===== src/rtl/dsd_pkg.sv =====
// Shared constants for the data-space decoder.
// Assumes the fixed layout of the upper data space; only SRAM and flash sizes vary.
package dsd_pkg;
    localparam int RGN_N     = 5;
    localparam int RG_SRAM   = 0;
    localparam int RG_XREG   = 1;
    localparam int RG_SFR    = 2;
    localparam int RG_INFO   = 3;
    localparam int RG_FLASH  = 4;
    localparam int LOC_W     = 15;
    localparam int BANK_W    = 3;

    localparam logic [15:0] XREG_LO  = 16'h6000;
    localparam logic [15:0] XREG_HI  = 16'h63FF;
    localparam logic [15:0] MIR_LO   = 16'h7080;
    localparam logic [15:0] MIR_HI   = 16'h70FF;
    localparam logic [15:0] INFO_LO  = 16'h7800;
    localparam logic [15:0] INFO_HI  = 16'h7FFF;

    function automatic int imax(input int a, input int b);
        return (a > b) ? a : b;
    endfunction
endpackage


===== src/rtl/xdata_region_decode.sv =====
// Classifies an external-data address into one region and a local offset.
// Assumes SRAM_BYTES <= 0x6000 so SRAM never overlaps the register area.
// Outputs are raw address classes; access-type gating happens in the top.
module xdata_region_decode
    import dsd_pkg::*;
#(
    parameter int          SRAM_BYTES = 8192,
    parameter logic [127:0] SFR_HIDE  = 128'h0,
    parameter logic [7:0]  CTL_SFR    = 8'hC7
) (
    input  logic [15:0]       addr,
    output logic [RGN_N-1:0]  cls,
    output logic              ctl_hit,
    output logic              hid_hit,
    output logic [LOC_W-1:0]  loc
);
    localparam logic [15:0] CTL_ADDR = 16'h7000 + {8'h00, CTL_SFR};

    // Pick the address class and compute the offset inside it.
    always_comb begin
        cls     = '0;
        ctl_hit = 1'b0;
        hid_hit = 1'b0;
        loc     = '0;
        if (int'(addr) < SRAM_BYTES) begin
            cls[RG_SRAM] = 1'b1;
            loc          = addr[LOC_W-1:0];
        end else if (addr >= XREG_LO && addr <= XREG_HI) begin
            cls[RG_XREG] = 1'b1;
            loc          = {5'b0, addr[9:0]};
        end else if (addr >= MIR_LO && addr <= MIR_HI) begin
            if (addr == CTL_ADDR) begin
                ctl_hit = 1'b1;
            end else if (SFR_HIDE[addr[6:0]]) begin
                hid_hit = 1'b1;
            end else begin
                cls[RG_SFR] = 1'b1;
                loc         = {7'b0, 1'b1, addr[6:0]};
            end
        end else if (addr >= INFO_LO && addr <= INFO_HI) begin
            cls[RG_INFO] = 1'b1;
            loc          = {4'b0, addr[10:0]};
        end else if (addr[15]) begin
            cls[RG_FLASH] = 1'b1;
            loc           = addr[LOC_W-1:0];
        end
    end
endmodule


===== src/rtl/flash_bank_map.sv =====
// Turns a window offset and bank number into a physical flash address.
// Assumes banks are 32 KB each and at most eight are present.
module flash_bank_map
    import dsd_pkg::*;
#(
    parameter int FLASH_BANKS = 8,
    localparam int FA_W = LOC_W + ((FLASH_BANKS > 1) ? $clog2(FLASH_BANKS) : 0)
) (
    input  logic [BANK_W-1:0] bank,
    input  logic [LOC_W-1:0]  off,
    output logic [FA_W-1:0]   faddr,
    output logic              bank_ok
);
    logic [BANK_W+LOC_W-1:0] full;

    // Concatenate bank and offset, then keep the bits the fitted flash needs.
    always_comb begin
        full    = {bank, off};
        faddr   = full[FA_W-1:0];
        bank_ok = (int'(bank) < FLASH_BANKS);
    end
endmodule


===== src/rtl/memctl_reg.sv =====
// Memory-control register: eight bits, bank field in [2:0].
// Assumes writes are single-cycle strobes; value is visible the cycle after.
module memctl_reg (
    input  logic       clk,
    input  logic       rst_n,
    input  logic       wr_en,
    input  logic [7:0] wdata,
    output logic [7:0] q
);
    // Capture a written byte, clear on reset.
    always_ff @(posedge clk) begin
        if (!rst_n)     q <= 8'h00;
        else if (wr_en) q <= wdata;
    end


    memctl_load_chk: assert property (@(posedge clk) disable iff (!rst_n)
        wr_en |=> (q == $past(wdata)));

    memctl_hold_chk: assert property (@(posedge clk) disable iff (!rst_n)
        !wr_en |=> $stable(q));
endmodule


===== src/rtl/dspace_decoder.sv =====
// Data-space decoder top: steers external-data accesses to one physical memory,
// translates the flash window through the bank field, and aliases internal-data
// addresses onto the top 256 bytes of SRAM.
// Assumes read data from the memories arrives in the same cycle as the address,
// and that xd_rd and xd_wr are never high together.
module dspace_decoder
    import dsd_pkg::*;
#(
    parameter int           SRAM_BYTES  = 8192,
    parameter int           FLASH_BANKS = 8,
    parameter logic [127:0] SFR_HIDE    = (128'd1 << 1) | (128'd1 << 2) | (128'd1 << 3) |
                                          (128'd1 << 8'h50) | (128'd1 << 8'h60) | (128'd1 << 8'h70),
    parameter logic [7:0]   CTL_SFR     = 8'hC7,
    localparam int SRAM_AW = $clog2(SRAM_BYTES),
    localparam int FA_W    = LOC_W + ((FLASH_BANKS > 1) ? $clog2(FLASH_BANKS) : 0),
    localparam int PA_W    = imax(FA_W, imax(SRAM_AW, LOC_W))
) (
    input  logic               clk,
    input  logic               rst_n,
    input  logic [15:0]        xd_addr,
    input  logic               xd_rd,
    input  logic               xd_wr,
    input  logic [7:0]         xd_wdata,
    output logic [7:0]         xd_rdata,
    output logic [RGN_N-1:0]   region_sel,
    output logic [PA_W-1:0]    phys_addr,
    output logic               mem_we,
    input  logic [7:0]         sram_rdata,
    input  logic [7:0]         xreg_rdata,
    input  logic [7:0]         sfr_rdata,
    input  logic [7:0]         info_rdata,
    input  logic [7:0]         flash_rdata,
    input  logic [7:0]         dp_addr,
    output logic [SRAM_AW-1:0] dp_sram_addr
);
    localparam logic [SRAM_AW-1:0] DP_BASE = SRAM_AW'(SRAM_BYTES - 256);

    logic [RGN_N-1:0] cls;
    logic             ctl_hit;
    logic             hid_hit;
    logic [LOC_W-1:0] loc;
    logic [7:0]       ctl_q;
    logic [FA_W-1:0]  faddr;
    logic             bank_ok;
    logic             acc;

    xdata_region_decode #(
        .SRAM_BYTES(SRAM_BYTES),
        .SFR_HIDE  (SFR_HIDE),
        .CTL_SFR   (CTL_SFR)
    ) i_dec (
        .addr   (xd_addr),
        .cls    (cls),
        .ctl_hit(ctl_hit),
        .hid_hit(hid_hit),
        .loc    (loc)
    );

    flash_bank_map #(.FLASH_BANKS(FLASH_BANKS)) i_fmap (
        .bank   (ctl_q[BANK_W-1:0]),
        .off    (loc),
        .faddr  (faddr),
        .bank_ok(bank_ok)
    );

    memctl_reg i_ctl (
        .clk  (clk),
        .rst_n(rst_n),
        .wr_en(xd_wr && ctl_hit),
        .wdata(xd_wdata),
        .q    (ctl_q)
    );

    assign acc = xd_rd || xd_wr;

    // Gate each class by access type: read-only targets answer reads only.
    always_comb begin
        region_sel           = '0;
        region_sel[RG_SRAM]  = acc && cls[RG_SRAM];
        region_sel[RG_XREG]  = acc && cls[RG_XREG];
        region_sel[RG_SFR]   = acc && cls[RG_SFR];
        region_sel[RG_INFO]  = xd_rd && cls[RG_INFO];
        region_sel[RG_FLASH] = xd_rd && cls[RG_FLASH] && bank_ok;
    end

    // Write enable only for the writable targets.
    assign mem_we = xd_wr && (cls[RG_SRAM] || cls[RG_XREG] || cls[RG_SFR]);

    // Physical offset of the selected target, zero when nothing is selected.
    always_comb begin
        phys_addr = '0;
        if (region_sel[RG_FLASH])
            phys_addr = PA_W'(faddr);
        else if (region_sel[RG_SRAM] || region_sel[RG_XREG] ||
                 region_sel[RG_SFR]  || region_sel[RG_INFO])
            phys_addr = PA_W'(loc);
    end

    // Return the byte of the answering target, zero for holes and hidden entries.
    always_comb begin
        xd_rdata = 8'h00;
        if (xd_rd) begin
            if (ctl_hit)                   xd_rdata = ctl_q;
            else if (region_sel[RG_SRAM])  xd_rdata = sram_rdata;
            else if (region_sel[RG_XREG])  xd_rdata = xreg_rdata;
            else if (region_sel[RG_SFR])   xd_rdata = sfr_rdata;
            else if (region_sel[RG_INFO])  xd_rdata = info_rdata;
            else if (region_sel[RG_FLASH]) xd_rdata = flash_rdata;
        end
    end

    // Internal-data alias onto the top 256 SRAM bytes.
    assign dp_sram_addr = DP_BASE + SRAM_AW'(dp_addr);


    sel_onehot_chk: assert property (@(posedge clk) disable iff (!rst_n)
        $onehot0(region_sel));

    info_ro_chk: assert property (@(posedge clk) disable iff (!rst_n)
        xd_wr |-> !region_sel[RG_INFO]);

    flash_ro_chk: assert property (@(posedge clk) disable iff (!rst_n)
        xd_wr |-> !region_sel[RG_FLASH]);

    bank_range_chk: assert property (@(posedge clk) disable iff (!rst_n)
        region_sel[RG_FLASH] |-> (int'(ctl_q[BANK_W-1:0]) < FLASH_BANKS));

    hidden_quiet_chk: assert property (@(posedge clk) disable iff (!rst_n)
        hid_hit |-> (region_sel == '0 && !mem_we && xd_rdata == 8'h00));

    hole_zero_chk: assert property (@(posedge clk) disable iff (!rst_n)
        (xd_rd && region_sel == '0 && !ctl_hit) |-> (xd_rdata == 8'h00));
endmodule


===== config.mk =====
export PLATFORM = sky130hd
export DESIGN_NAME = dspace_decoder
export DESIGN_NICKNAME = d
export VERILOG_FILES = /design/src/rtl/dsd_pkg.sv /design/src/rtl/xdata_region_decode.sv /design/src/rtl/flash_bank_map.sv /design/src/rtl/memctl_reg.sv /design/src/rtl/dspace_decoder.sv
export SDC_FILE = /design/constraint.sdc
export NUM_CORES = 1
export LEC_CHECK = 0
export BUFFER_PORTS_ARGS = -buffer_cell sky130_fd_sc_hd__buf_2
export CAP_MARGIN = 20
export CORE_UTILIZATION = 39
export CTS_CLUSTER_SIZE = 40
export DETAILED_ROUTE_END_ITERATION = 7
export GPL_TIMING_DRIVEN = 1
export PLACE_DENSITY = 0.87
export SYNTH_ARGS = -nofsm -noshare
export SYNTH_HDL_FRONTEND = slang
export SYNTH_SLANG_ARGS = --single-unit

===== constraint.sdc =====
create_clock -name clk -period 4.8 [get_ports clk]
set_clock_uncertainty 0.15 [all_clocks]
set_input_delay 0.72 -clock clk [delete_from_list [all_inputs] [get_ports clk]]
set_output_delay 0.72 -clock clk [all_outputs]
set_load 0.02 [all_outputs]

## Word-level counts from Yosys, hierarchy flattened

Memory sizes are Yosys's and may differ from the RTL's.
Cells that the tools add are included.
Widths: inputs -> output; s select.

| storage, ports and cells | value |
|---|---|
| bits in registers | 8 |
| memory bits (read-only) | 128 |
| bits of input ports | 76 |
| output and inout port bits | 45 |
| logic and storage cells | 60 |
| memories | 1 |

| cells by class | value |
|---|---|
| $add $sub $neg | 1 |
| order comparisons | 8 |
| eq/ne operators | 1 |
| multiplexer cells | 32 |
| reduce and logical (&&, ||, !) cells | 16 |

Memories:

| memory | depth | width | rd ports | clocked after Yosys merged registers in | write ports | line | RTL |
|---|---|---|---|---|---|---|---|
| (no name shown) | 128 | 1 | 1 | 0 | 0 | xdata_region_decode.sv:34 | `end else if (SFR_HIDE[addr[6:0]]) begin` |

Operators with widths:

| operator | count |
|---|---|
| $mux 15 | 6 |
| $mux 8 | 9 |
| $ge 16x15->1 const B | 3 |
| $le 16x15->1 const B | 3 |
| $mux 18 | 1 |
| $eq 16x15->1 const B | 1 |
| $lt 16x14->1 const B | 1 |
| $mux 1 | 13 |
| $add 9x9->10 const A | 1 |
| $logic_and 1x1->1 | 10 |
| $lt 7x8->1 const B | 1 |
| $logic_or 1x1->1 | 6 |
| $mux 4 | 1 |
| $mux 3 | 1 |
| $mux 2 | 1 |

## Depth between registers and ports, before layout

| logic depth | value |
|---|---|
| word-level depth | 15 |
| depth in mapped cells | 7 |
| mapped depth without buffers | 6 |

## By module

A second synthesis with hierarchy kept.

| unflattened totals | value |
|---|---|
| cell total of the unflattened synthesis | 243 |
| area total of the unflattened synthesis | 1,659.1 sq um |

By module, submodules not included:

| module | instances | cells each | area each (sq um) | sequential area each (sq um) |
|---|---|---|---|---|
| dspace_decoder | 1 | 149 | 920.9 | 0.0 |
| memctl_reg | 1 | 25 | 301.5 | 160.2 |
| xdata_region_decode | 1 | 49 | 290.3 | 0.0 |
| flash_bank_map | 1 | 20 | 146.4 | 0.0 |

## Worst setup path after synthesis

No wires, ideal clock.

| timing path | value |
|---|---|
| path type | input port to output port |
| start point | input port xd_addr[11] |
| end point | output port xd_rdata[2] |
| arrival | 2.255 ns |
| required time | 3.930 ns |
| slack | 1.675 ns |
| cell stages on the path | 6 |
| path buffers | 1 |
| cell sequence | or4_4 nand4bb_1 nor3_2 buf_6 nand3_1 a41oi_1 |

| between the ends | value |
|---|---|
| cells in the longest elaborated chain, start to end | 14 |
| elaborated cells on any way between the ends | 36 |
| classes of those cells | 7 x order compare; 1 x eq/ne; 20 x mux; 8 x reduce/logical |

RTL lines:

| element | line | RTL |
|---|---|---|
| from (decl) | dspace_decoder.sv:20 | `input logic [15:0] xd_addr,` |
| $ge 16x15->1 or $le 16x15->1 (tied branches) | xdata_region_decode.sv:40 | `end else if (addr >= INFO_LO && addr <= INFO_HI) begin` |
| $logic_and 1x1->1 | xdata_region_decode.sv:40 |  |
| $mux 1 | xdata_region_decode.sv:40 |  |
| $mux 2 | xdata_region_decode.sv:31 | `end else if (addr >= MIR_LO && addr <= MIR_HI) begin` |
| $mux 3 | xdata_region_decode.sv:28 | `end else if (addr >= XREG_LO && addr <= XREG_HI) begin` |
| $mux 4 | xdata_region_decode.sv:25 | `if (int'(addr) < SRAM_BYTES) begin` |
| $logic_and 1x1->1 | dspace_decoder.sv:83 | `region_sel[RG_FLASH] = xd_rd && cls[RG_FLASH] && bank_ok;` |
| $mux 8 | dspace_decoder.sv:108 | `else if (region_sel[RG_FLASH]) xd_rdata = flash_rdata;` |
| $mux 8 | dspace_decoder.sv:107 | `else if (region_sel[RG_INFO]) xd_rdata = info_rdata;` |
| $mux 8 | dspace_decoder.sv:106 | `else if (region_sel[RG_SFR]) xd_rdata = sfr_rdata;` |
| $mux 8 | dspace_decoder.sv:105 | `else if (region_sel[RG_XREG]) xd_rdata = xreg_rdata;` |
| $mux 8 | dspace_decoder.sv:104 | `else if (region_sel[RG_SRAM]) xd_rdata = sram_rdata;` |
| $mux 8 (*) | dspace_decoder.sv:103 | `if (ctl_hit) xd_rdata = ctl_q;` |
| $mux 8 (*) | dspace_decoder.sv:102 | `if (xd_rd) begin` |
| to (decl) | dspace_decoder.sv:24 | `output logic [7:0] xd_rdata,` |

Mark *: on every way between the ends. The rest lies on a longest branch, timed or not.

## Worst setup path in the final report

| timing path | value |
|---|---|
| start point | input port xd_addr[11] |
| end point | output port phys_addr[0] |

| between the ends | value |
|---|---|
| cells in the longest elaborated chain, start to end | 10 |
| elaborated cells on any way between the ends | 35 |
| classes of those cells | 7 x order compare; 1 x eq/ne; 16 x mux; 11 x reduce/logical |

RTL lines:

| element | line | RTL |
|---|---|---|
| $ge 16x15->1 (tied with other cells) | xdata_region_decode.sv:40 |  |
| $logic_and 1x1->1 (tied with other cells) | xdata_region_decode.sv:40 |  |
| $mux 1, on equally long branches | xdata_region_decode.sv:40, xdata_region_decode.sv:28, xdata_region_decode.sv:31 |  |
| $mux 2 (tied with other cells) | xdata_region_decode.sv:31 |  |
| $mux 3 (tied with other cells) | xdata_region_decode.sv:28 |  |
| $mux 4 (tied with other cells) | xdata_region_decode.sv:25 |  |
| $logic_and 1x1->1 or $logic_or 1x1->1 (tied branches) | dspace_decoder.sv:82, dspace_decoder.sv:94 |  |
| $logic_or 1x1->1 | dspace_decoder.sv:95 | `region_sel[RG_SFR] \|\| region_sel[RG_INFO])` |
| $mux 15 | dspace_decoder.sv:94 | `else if (region_sel[RG_SRAM] \|\| region_sel[RG_XREG] \|\|` |
| $mux 18 (*) | dspace_decoder.sv:92 | `if (region_sel[RG_FLASH])` |
| to (decl) | dspace_decoder.sv:26 | `output logic [PA_W-1:0] phys_addr,` |

Marked as above.

==> run metrics <==
status=finished with violations; failing checks=DRC; post-route cell area=1598 um^2; grt ovf=0; synthesized cell area=1186 um^2; Layout fillers=290; Reg clk slew, reported paths=0.05 ns; Crit. End Element=output pin; minimum clock period=3.908 ns; vias per cell=5.757; Largest regs=i_ctl.q (8); Inserted Clock Buffers=3; # hold bufs at CTS=0; 1st-iter DRT viols=120; Crit path arrival time=3.04 ns; H-tree depth=1; First-pass DRT Iterations=7; TritonCTS clock tree=done; Power per Cell Area=136.9 nW/um^2; Post-synth top flop=dfxtp_1; most frequent cells in the layout=99 x buf_2, 16 x o21ai_0, 15 x nand2_1, 12 x a21oi_1, 11 x nand3_1; Vias=1635; Mean Syn Cell Area=6.856 um^2; cells along the critical path=buf_2 -> or4_4 -> nand4bb_1 -> nor3_2 -> nand2_1 -> a21boi_0 -> buf_2; antenna-violating nets left=0; Pins Over Slew Limit=0; Largest register FFs=8; routed wire length=3949 um; WL/cell=13.90 um; met2 GRT Util=40.50%; placed cell count=281; most common cell after layout, fill and taps aside=buf_2; slew margin rel.=39.16%; Worst VDD drop=88.82 uV; clk_lat worst skew=0.25 ns; CTS Buffer Depth=2; number of flops mapped to enable cells by yosys=0; Synth area leaders=dfxtp_1 14%, buf_4 8.9%, o21ai_0 6.8%; Placement Rows=19; vias in the first global route=1433; grt peak-use layer=met2; CP max stage delay=0.55 ns; ys async rst share=0%; layout cells sized above 1=43.87%; Synth cell types=43; Post-DP Area=1575 um^2; Cells after Synth=173; kind of critical path=in -> out; met3 Use GR=1.134%; Final setup viols=0; sequential fraction of the synthesis area=13.50%; Final #Nets=331; Fmax achieved=255.9 MHz; Initial Util=41.93%; Warnings, synthesis=0; GRT Total Usage=23.36%; Final Hold Vio Count=0; Root Buffer=clkbuf_4; setup bufs post-CTS=0; Pwr Total=0.2188 mW; Core Area=2829 um^2; die extent in x=57.15 um; most flop-heavy register=i_ctl.q; die height=57.15 um; clock sink count=8; area leader, netlist=dfxtp_1; die area=3266 um^2; largest net degree at the start of global routing=18; Hold Path Class=reg -> reg; Critical-path top delay cell=or4_4; leakage=0.7914 nW; crit share post-route=81.42%; Remaining DRCs=18; P&R area growth vs syn=34.70%; Final Wtd Congestion=1.018; area fraction of the dominant cell type after synthesis=13.50%; number of port buffers=99; Max Cap Viol=0; Worst EP required=3.93 ns; worst slew pin tran=0.9126 ns; DP Wirelength=3165 um; first-pass GRT wire length=6147 um; PostCTS Resize Cnt=0; Yosys reg bits=8; I/O Pins=121; initial antenna violation count=0; # diodes=0; setup TNS=0 ns; RSZ-0062 raised after global routing=no; maximum net fanout on the critical path=12; CP startpoint kind=input pin; non-filler cells, final=284; most frequent CP cell=buf_2; grt met1 use=30.69%
-- layout make-up --
cell class / count / area [um^2] / share of cell area, %
clock buffers: 3 / 22.52 / 1.410
inverters: 3 / 11.26 / 0.7048
multi-input cells: 140 / 869.6 / 54.42
flip-flops and latches: 8 / 160.2 / 10.02
well taps: 31 / 38.79 / 2.428
repair buffers: 99 / 495.5 / 31.01
-- through the flow --
step                      hold WS, ns  setup WS, ns  util, %
after floorplan                0.2877         1.675        -
after global placement         0.2951         1.121    55.68
after detailed placement       0.3033        0.9552    55.68
after CTS                      0.3106        0.9486    56.48
after global routing           0.3318        0.7576    56.48
final                          0.3082        0.8919    56.48
-- worst max-delay path: cells and delay by family --
family,cells,cell delay (ns)
compound gates,1,0.30
buf+inv,2,0.34
simple gates,4,1.68
-- path summary, 6_finish.rpt --
check / start / endpoint / slack, ns / cells after the start
worst max-delay path: xd_addr[11] / phys_addr[0] / 0.89 / 7
worst min-delay path: i_ctl.q[3] / i_ctl.q[3] / 0.31 / 2
worst max register to register: i_ctl.q[0] / i_ctl.q[0] / 4.01 / 2
worst min register to register: i_ctl.q[3] / i_ctl.q[3] / 0.31 / 2
-- where the power goes --
group	total (mW)	switching (mW)	leakage, nW	internal (mW)
Sequential	0.0665	0.000000359	0.0644	0.0665
Combinational	0.102	0.0575	0.713	0.0440
Clock	0.0508	0.0223	0.0138	0.0286
Total	0.219	0.0798	0.791	0.139
-- per-layer routing --
layer / vias up / part of all wire (%)
met5: - / 0
met4: 0 / 1.5
met3: 10 / 5.7
met2: 68 / 49
met1: 753 / 44
li1: 804 / -
-- synth_stat cells (4+ instances only) --
library cell	instances
a21boi_1	5
nor2_1	8
o21ai_0	16
and3_1	6
a21boi_0	10
a21oi_1	12
nand3_1	11
nand2_1	15
a221o_1	5
clkbuf_1	9
a31oi_1	4
buf_4	14
dfxtp_1	8
nand4_1	6
-- cell families after synthesis --
family	share of synthesized area [%]
simple gates	34.50
flops	13.50
compound gates	37.24
buf+inv	14.45
other cells	0.3162
Power figures use the tool's default switching activity.
